[config.mk]
export PLATFORM = sky130hd
export DESIGN_NAME = xts_tweak_seq
export DESIGN_NICKNAME = d
export VERILOG_FILES = /design/src/rtl/xts_tweak_pkg.sv /design/src/rtl/xts_tweak_reg.sv /design/src/rtl/xts_tweak_fifo.sv /design/src/rtl/xts_whiten.sv /design/src/rtl/xts_tweak_seq.sv
export SDC_FILE = /design/constraint.sdc
export NUM_CORES = 1
export LEC_CHECK = 0
export BUFFER_PORTS_ARGS = -buffer_cell sky130_fd_sc_hd__buf_2
export CORE_AREA = 2 2 371 373
export DETAILED_ROUTE_END_ITERATION = 16
export DIE_AREA = 0 0 373 375
export PLACE_DENSITY = 0.59
export SETUP_SLACK_MARGIN = 0.1
export SYNTH_ARGS = -nofsm -noshare
export SYNTH_HDL_FRONTEND = slang
export SYNTH_HIERARCHICAL = 1
export SYNTH_SLANG_ARGS = --single-unit
[constraint.sdc]
create_clock -name clk -period 17.57 [get_ports clk]
set_input_delay 3.514 -clock clk [delete_from_list [all_inputs] [get_ports clk]]
set_output_delay 3.514 -clock clk [all_outputs]
set_load 0.01 [all_outputs]
[src/rtl/xts_tweak_pkg.sv]
package xts_tweak_pkg;
  localparam int LANE_W  = 64;
  localparam int N_LANES = 2;
  localparam int BLK_W   = LANE_W * N_LANES;
  localparam logic [7:0] GF_FEEDBACK = 8'h87;

  typedef logic [BLK_W-1:0]  blk_t;
  typedef logic [LANE_W-1:0] lane_t;

  // Multiply by x in GF(2^128), little-endian, processed as two lanes.
  function automatic blk_t gf_double(blk_t t);
    lane_t lo_in, hi_in, lo_out, hi_out;
    logic  carry_mid, carry_top;
    lo_in     = t[LANE_W-1:0];
    hi_in     = t[BLK_W-1:LANE_W];
    carry_mid = lo_in[LANE_W-1];
    carry_top = hi_in[LANE_W-1];
    lo_out    = {lo_in[LANE_W-2:0], 1'b0};
    hi_out    = {hi_in[LANE_W-2:0], carry_mid};
    if (carry_top) lo_out[7:0] = lo_out[7:0] ^ GF_FEEDBACK;
    return {hi_out, lo_out};
  endfunction
endpackage

[src/rtl/xts_tweak_reg.sv]
module xts_tweak_reg
  import xts_tweak_pkg::*;
(
  input  logic clk,
  input  logic rst_n,
  input  logic load_en,
  input  blk_t load_val,
  input  logic adv_en,
  output blk_t tweak_q
);
  blk_t tweak_d;
  blk_t doubled;

  assign doubled = gf_double(tweak_q);

  always_comb begin
    tweak_d = tweak_q;
    if (load_en)     tweak_d = load_val;
    else if (adv_en) tweak_d = doubled;
  end

  always_ff @(posedge clk) begin
    if (!rst_n) tweak_q <= '0;
    else        tweak_q <= tweak_d;
  end

  AST_LOAD_TAKES: assert property (@(posedge clk) disable iff (!rst_n)
    load_en |=> tweak_q == $past(load_val));
  AST_HOLD_IDLE: assert property (@(posedge clk) disable iff (!rst_n)
    (!load_en && !adv_en) |=> $stable(tweak_q));
  AST_LANE_CARRY: assert property (@(posedge clk) disable iff (!rst_n)
    (adv_en && !load_en) |=> tweak_q[LANE_W] == $past(tweak_q[LANE_W-1]));
  AST_SHIFT_ZERO_IN: assert property (@(posedge clk) disable iff (!rst_n)
    (adv_en && !load_en && !tweak_q[BLK_W-1]) |=> tweak_q[7:0] == {$past(tweak_q[6:0]), 1'b0});
  AST_FEEDBACK: assert property (@(posedge clk) disable iff (!rst_n)
    (adv_en && !load_en && tweak_q[BLK_W-1]) |=> tweak_q[7:0] == ({$past(tweak_q[6:0]), 1'b0} ^ 8'h87));
endmodule

[src/rtl/xts_tweak_fifo.sv]
module xts_tweak_fifo
  import xts_tweak_pkg::*;
#(
  parameter int DEPTH = 8
)(
  input  logic clk,
  input  logic rst_n,
  input  logic push,
  input  blk_t din,
  input  logic pop,
  output blk_t dout,
  output logic full,
  output logic empty
);
  localparam int AW = (DEPTH > 1) ? $clog2(DEPTH) : 1;

  blk_t        mem [DEPTH];
  logic [AW:0] wr_ptr, rd_ptr;
  logic        wr_fire, rd_fire;

  assign full    = (wr_ptr[AW] != rd_ptr[AW]) && (wr_ptr[AW-1:0] == rd_ptr[AW-1:0]);
  assign empty   = (wr_ptr == rd_ptr);
  assign wr_fire = push && !full;
  assign rd_fire = pop && !empty;
  assign dout    = mem[rd_ptr[AW-1:0]];

  always_ff @(posedge clk) begin
    if (wr_fire) mem[wr_ptr[AW-1:0]] <= din;
  end

  always_ff @(posedge clk) begin
    if (!rst_n) begin
      wr_ptr <= '0;
      rd_ptr <= '0;
    end else begin
      if (wr_fire) wr_ptr <= wr_ptr + 1'b1;
      if (rd_fire) rd_ptr <= rd_ptr + 1'b1;
    end
  end

  initial begin
    assert (DEPTH >= 2 && (1 << AW) == DEPTH);
  end

  AST_NO_OVERFLOW: assert property (@(posedge clk) disable iff (!rst_n)
    full |-> !push);
  AST_NO_UNDERFLOW: assert property (@(posedge clk) disable iff (!rst_n)
    empty |-> !pop);
  AST_HEAD_HELD: assert property (@(posedge clk) disable iff (!rst_n)
    (!empty && !pop) |=> $stable(dout));
endmodule

[src/rtl/xts_whiten.sv]
module xts_whiten
  import xts_tweak_pkg::*;
(
  input  blk_t pre_in,
  input  blk_t pre_tweak,
  input  blk_t post_in,
  input  blk_t post_tweak,
  output blk_t pre_out,
  output blk_t post_out
);
  for (genvar g = 0; g < N_LANES; g++) begin : g_lane
    assign pre_out [g*LANE_W +: LANE_W] = pre_in [g*LANE_W +: LANE_W] ^ pre_tweak [g*LANE_W +: LANE_W];
    assign post_out[g*LANE_W +: LANE_W] = post_in[g*LANE_W +: LANE_W] ^ post_tweak[g*LANE_W +: LANE_W];
  end
endmodule

[src/rtl/xts_tweak_seq.sv]
module xts_tweak_seq
  import xts_tweak_pkg::*;
#(
  parameter int FIFO_DEPTH = 8
)(
  input  logic         clk,
  input  logic         rst_n,
  input  logic         tweak_load,
  input  logic [127:0] tweak_init,
  input  logic         in_valid,
  output logic         in_ready,
  input  logic [127:0] in_data,
  output logic         cip_req_valid,
  input  logic         cip_req_ready,
  output logic [127:0] cip_req_data,
  input  logic         cip_rsp_valid,
  output logic         cip_rsp_ready,
  input  logic [127:0] cip_rsp_data,
  output logic         out_valid,
  input  logic         out_ready,
  output logic [127:0] out_data,
  output logic [127:0] out_tweak
);
  blk_t tweak_cur;
  blk_t head_tweak;
  logic fifo_full, fifo_empty;

  // Named internal events
  logic accept_ev;
  logic retire_ev;
  logic gate_open;

  assign gate_open     = !fifo_full && !tweak_load;
  assign in_ready      = cip_req_ready && gate_open;
  assign cip_req_valid = in_valid && gate_open;
  assign accept_ev     = in_valid && in_ready;

  assign out_valid     = cip_rsp_valid && !fifo_empty;
  assign cip_rsp_ready = out_ready && !fifo_empty;
  assign retire_ev     = out_valid && out_ready;
  assign out_tweak     = head_tweak;

  xts_tweak_reg u_tweak (
    .clk      (clk),
    .rst_n    (rst_n),
    .load_en  (tweak_load),
    .load_val (tweak_init),
    .adv_en   (accept_ev),
    .tweak_q  (tweak_cur)
  );

  xts_tweak_fifo #(.DEPTH(FIFO_DEPTH)) u_fifo (
    .clk   (clk),
    .rst_n (rst_n),
    .push  (accept_ev),
    .din   (tweak_cur),
    .pop   (retire_ev),
    .dout  (head_tweak),
    .full  (fifo_full),
    .empty (fifo_empty)
  );

  xts_whiten u_whiten (
    .pre_in     (in_data),
    .pre_tweak  (tweak_cur),
    .post_in    (cip_rsp_data),
    .post_tweak (head_tweak),
    .pre_out    (cip_req_data),
    .post_out   (out_data)
  );

  AST_NO_RETIRE_EMPTY: assert property (@(posedge clk) disable iff (!rst_n)
    fifo_empty |-> (!out_valid && !cip_rsp_ready));
  AST_LOAD_BLOCKS_INPUT: assert property (@(posedge clk) disable iff (!rst_n)
    tweak_load |=> $past(!accept_ev));
endmodule

* Word level (Yosys, flattened, before mapping)
Memory sizes are Yosys's and may differ from the RTL's. A register that Yosys moved wholly into a read port is not among the register bits.
Index checks and enable logic that the tools add are counted.
** Word-level totals
- Register bits after elaboration :: 136
- Input bits :: 391
- Memory bits (writable) :: 1024
- Output and inout bits :: 388
- Memories :: 1
- Logic and storage cells :: 35
** Memory list
- u_fifo.mem :: depth 8, width 128, rd ports 1, clocked after Yosys merged registers in 1, write ports 1, RTL line xts_tweak_fifo.sv:17 : blk_t mem [DEPTH];
** Operators by class
- Bitwise logic cells :: 5
- Equality and inequality tests :: 3
- Muxes and demuxes :: 7
- $add $sub $neg :: 2
- Reduce and logical (&&, ||, !) cells :: 14
** Operators by type and width (count)
- 2-to-1 mux 128 bit :: 2
- XOR 64 bit :: 4
- logical AND 1 bit :: 10
- adder 4 x 1 -> 4 bit (second input constant) :: 2
- 2-to-1 mux 8 bit :: 1
- 2-to-1 mux 3 bit :: 2
- == test 4 bit :: 1
- inverter 4 bit :: 1
- == test 3 bit :: 1
- zero test 1 bit :: 3
- 2-to-1 mux 1 bit :: 2
- nonzero test 2 bit :: 1
- != test 1 bit :: 1

* Longest topological paths before layout
- Depth in word-level cells :: 9
- Mapped depth :: 8
- Gate-level depth less buffers :: 7

* Cells and area by module
The synthesis kept the hierarchy.
** Modules (own cells, without submodules)
- xts_tweak_fifo :: area each 39688.1 um^2, sequential area each 30969.7 um^2, cells each 1562, times used 1
- xts_tweak_reg :: area each 6552.5 um^2, sequential area each 2562.5 um^2, cells each 572, times used 1
- xts_whiten :: area each 2242.2 um^2, sequential area each 0.0 um^2, cells each 256, times used 1
- xts_tweak_seq :: area each 48.8 um^2, sequential area each 0.0 um^2, cells each 6, times used 1

* Least setup slack after synthesis
No wires, ideal clock.
- Path kind :: input -> register
- Start point :: input tweak_load
- End point :: memory u_fifo/mem[3][0] (netlist bit) (enable)
- Arrival :: 17.031 ns
- Buffers on the path :: 0
- Library setup time :: 0.973 ns
- Setup slack :: -0.434 ns
- Stages :: 3
- Required time :: 16.597 ns
- Cell sequence :: and4bb_2 nand2_1 nor4b_1
** Between the ends
- Cells in the longest elaborated chain, start to end :: 7
** RTL lines
- from (decl) :: RTL line xts_tweak_seq.sv:8 : input logic tweak_load,
- zero test 1 bit :: RTL line xts_tweak_seq.sv:33 : assign gate_open = !fifo_full && !tweak_load;
- logical AND 1 bit :: RTL line xts_tweak_seq.sv:33
- logical AND 1 bit :: RTL line xts_tweak_seq.sv:34 : assign in_ready = cip_req_ready && gate_open;
- logical AND 1 bit :: RTL line xts_tweak_seq.sv:36 : assign accept_ev = in_valid && in_ready;
- logical AND 1 bit :: RTL line xts_tweak_fifo.sv:23 : assign wr_fire = push && !full;
- 2-to-1 mux 1 bit :: RTL line xts_tweak_fifo.sv:28 : if (wr_fire) mem[wr_ptr[AW-1:0]] <= din;
- 2-to-1 mux 1 bit (implied by the code) :: RTL line xts_tweak_fifo.sv:28
- to (decl) :: RTL line xts_tweak_fifo.sv:17
Every way passes these cells.

==> flow_summary.json <==
{
  "slew_viol_final": 0,
  "antenna_found_initial": 3,
  "status": "finished, final reports clean",
  "gr-total-overflow": 0,
  "gp_congestion": 0.754,
  "layout_min_cycle_time_ns": 7.98,
  "drt-total-wl_um": 113000,
  "synth.top_cells.by_area": "edfxtp_1, mux4_2, dfxtp_1, xor2_1, mux4_1",
  "grt_setup_unrepaired": "false",
  "hold_depth": 2,
  "h-tree-depth": 3,
  "ant_nets": 0,
  "clock_skew_ns": 0.0247,
  "p_seq_frac": 0.520,
  "switchingPower_uw": 1280,
  "leakage_uw": 0.0217,
  "drtIter0Drc": 1830,
  "cts_max_path_buffers": 3,
  "final_nets": 3605,
  "die_height_um": 375,
  "cts_setup_buffers": 0,
  "grt_pass1_vias": 26200,
  "ys.flop_type": "edfxtp_1",
  "worstPathMaxFanout": 99,
  "end_kind": "output port",
  "power_frac_comb": 0.053,
  "finish.utilization": 0.426,
  "clockRootBuffer": "clkbuf_16",
  "cts_inserted_buffers": 120,
  "firstDrtPassIters": 4,
  "synth_edf_count": 1024,
  "reg2reg_to": "u_fifo/mem[7][55]",
  "initial_utilization": 0.356,
  "fin_ws_ns": 9.59,
  "ctsHoldBuffers": 0,
  "total_power_uw": 6020,
  "vdd_drop_max_mv": 0.0758,
  "timing.final.crit_share": 0.454,
  "worst_slew_pin_slew_ns": 1.10,
  "relSlewSlack": 0.266,
  "cts-resized-gates": 0,
  "synth_area_mm2": 0.0485,
  "vias": 25300,
  "pre_cts_slack_ns": 9.47,
  "endpoint": "out_data[50]",
  "hold_violations": 0,
  "p_int_uw": 4730,
  "finalSetupViolations": 0,
  "finalInstanceArea_mm2": 0.0581,
  "clock_latency_ns": 0.71,
  "rows": 136,
  "grt_max_degree": 149,
  "dp.cells": 4884,
  "ys_async_sr_fraction": 0,
  "ios": 779,
  "core_mm2": 0.136,
  "synth.distinct_cells": 42,
  "worstSetupPathType": "register to output port",
  "wl_per_cell_um": 22.1,
  "die-area_mm2": 0.140,
  "max_freq_mhz": 125,
  "syn-num-nets": 2789,
  "tritoncts": "built",
  "hold_path.class": "register to register",
  "ys_warn_count": 6,
  "r2r_setup_slack_ns": 12.22,
  "dp_hpwl_um": 68100,
  "grtUsageTotal": 0.158,
  "synth.most_common_cell": "edfxtp_1",
  "instances_no_fill": 5115,
  "placed_area_mm2": 0.0540,
  "synth_commonest_cells": "edfxtp_1, xor2_1, mux4_2, mux2_2, dfxtp_1",
  "p_clk_frac": 0.428,
  "rr_worst_depth": 8,
  "syn_area_per_cell_um2": 20.3,
  "vias_per_cell": 4.94,
  "netlist.area_leader.share": 0.634,
  "yosysSeqAreaShare": 0.691,
  "drive_gt1_frac": 0.407,
  "cts.sinks": 1163,
  "clkTransAtPathRegs_ns": 0.07,
  "synthCells": 2396,
  "ys_ff_latch": 1163,
  "required_ns": 14.06,
  "drc_errors": 0,
  "die_w_um": 373,
  "swShare": 0.213,
  "io_buffers": 778,
  "cap_violations": 0,
  "r2r_start": "u_fifo/wr_ptr[1]",
  "critical_path.startpoint_type": "register",
  "num-fill-cells": 12100,
  "worstPathArrival_ns": 4.46,
  "grt_pass1_wl_um": 167000,
  "flow.area_growth_from_synthesis_pct": 19.7,
  "p_per_area_mw_per_mm2": 104,
  "synth_top_cell_by_area": "edfxtp_1"
}
[power by group through the flow]
stage	Sequential, uW	Combinational (uW)	Clock, uW
after floorplan	3160	176	0
after global placement	3180	319	0
after detailed placement	3190	321	0
after CTS	3130	322	2650
after global routing	3140	345	2750
final	3130	316	2570
[flip-flops by register name, indices dropped and copies added, names as in the netlist, named ones only]
signal           cells
u_fifo/rd_ptr        4
u_tweak/tweak_q    128
u_fifo/mem        1024
u_fifo/wr_ptr        4
[per-layer routing]
metal,part of all wire,global-route usage,up-vias
li1,-,-,11300
met1,0.44,0.209,13200
met2,0.50,0.273,662
met3,0.042,0.0229,127
met4,0.017,0.0399,0
met5,0,0,-
[cells in the final DEF, fill, tap and decap left out, types with 6 or more instances in the layout]
cell / count
buf_2: 776
buf_4: 45
bufinv_16: 14
clkbuf_1: 28
clkbuf_16: 122
clkbuf_8: 10
clkinv_1: 19
clkinv_2: 19
clkinvlp_4: 6
dfxtp_1: 136
edfxtp_1: 1024
mux2_1: 109
mux2_2: 145
mux2i_1: 10
mux4_1: 72
mux4_2: 184
nand2_1: 12
nand2b_1: 95
nand3_1: 6
o211a_1: 125
or2b_1: 37
xnor2_1: 7
xor2_1: 260
[stage by stage]
stage / hold WS, ns / setup TNS (ns)
global placement: 0.535 / 0
detailed placement: 0.542 / 0
global route: 0.594 / 0
finish: 0.563 / 0
floorplan: 0.513 / -163.48
CTS: 0.563 / 0
[final cells by class]
type | count | area, um2 | share of cell area
diodes | 4 | 10.0 | 0.000172
clock buffers | 160 | 3300 | 0.0568
clock inverters | 67 | 751 | 0.0129
multi-input cells | 1101 | 13900 | 0.240
flip-flops and latches | 1163 | 33500 | 0.578
well taps | 1794 | 2240 | 0.0387
repair buffers | 826 | 4310 | 0.0742
[worst min-delay path by stage]
stage	start	slack [ns]	end
2_1_floorplan	u_fifo/rd_ptr[2]	0.51	register
3_3_place_gp	u_fifo/rd_ptr[2]	0.54	register
3_5_place_dp	u_fifo/rd_ptr[2]	0.54	register
4_1_cts	u_fifo/rd_ptr[2]	0.56	register
5_1_grt	u_fifo/rd_ptr[2]	0.59	register
6_report	u_fifo/rd_ptr[2]	0.56	register
[cell families after synthesis]
kind of cell	count (synthesis)	share of synthesized area
flip-flops	1163	0.691
multiplexers	520	0.185
XOR/XNOR	267	0.0482
AND/OR/NAND/NOR	177	0.0241
AO/OA/AOI/OAI	135	0.0276
buffers and inverters	132	0.0233
adder cells (fa/ha/maj)	2	0.000516
[critical path, cell delays in order (launching register included)]
cell	delay [ns]
dfxtp_4	0.75
buf_4	0.87
buf_12	0.64
mux4_1	0.64
mux2_2	0.36
xor2_1	0.18
buf_2	0.14
No activity file was read; power rests on OpenSTA's default activity.
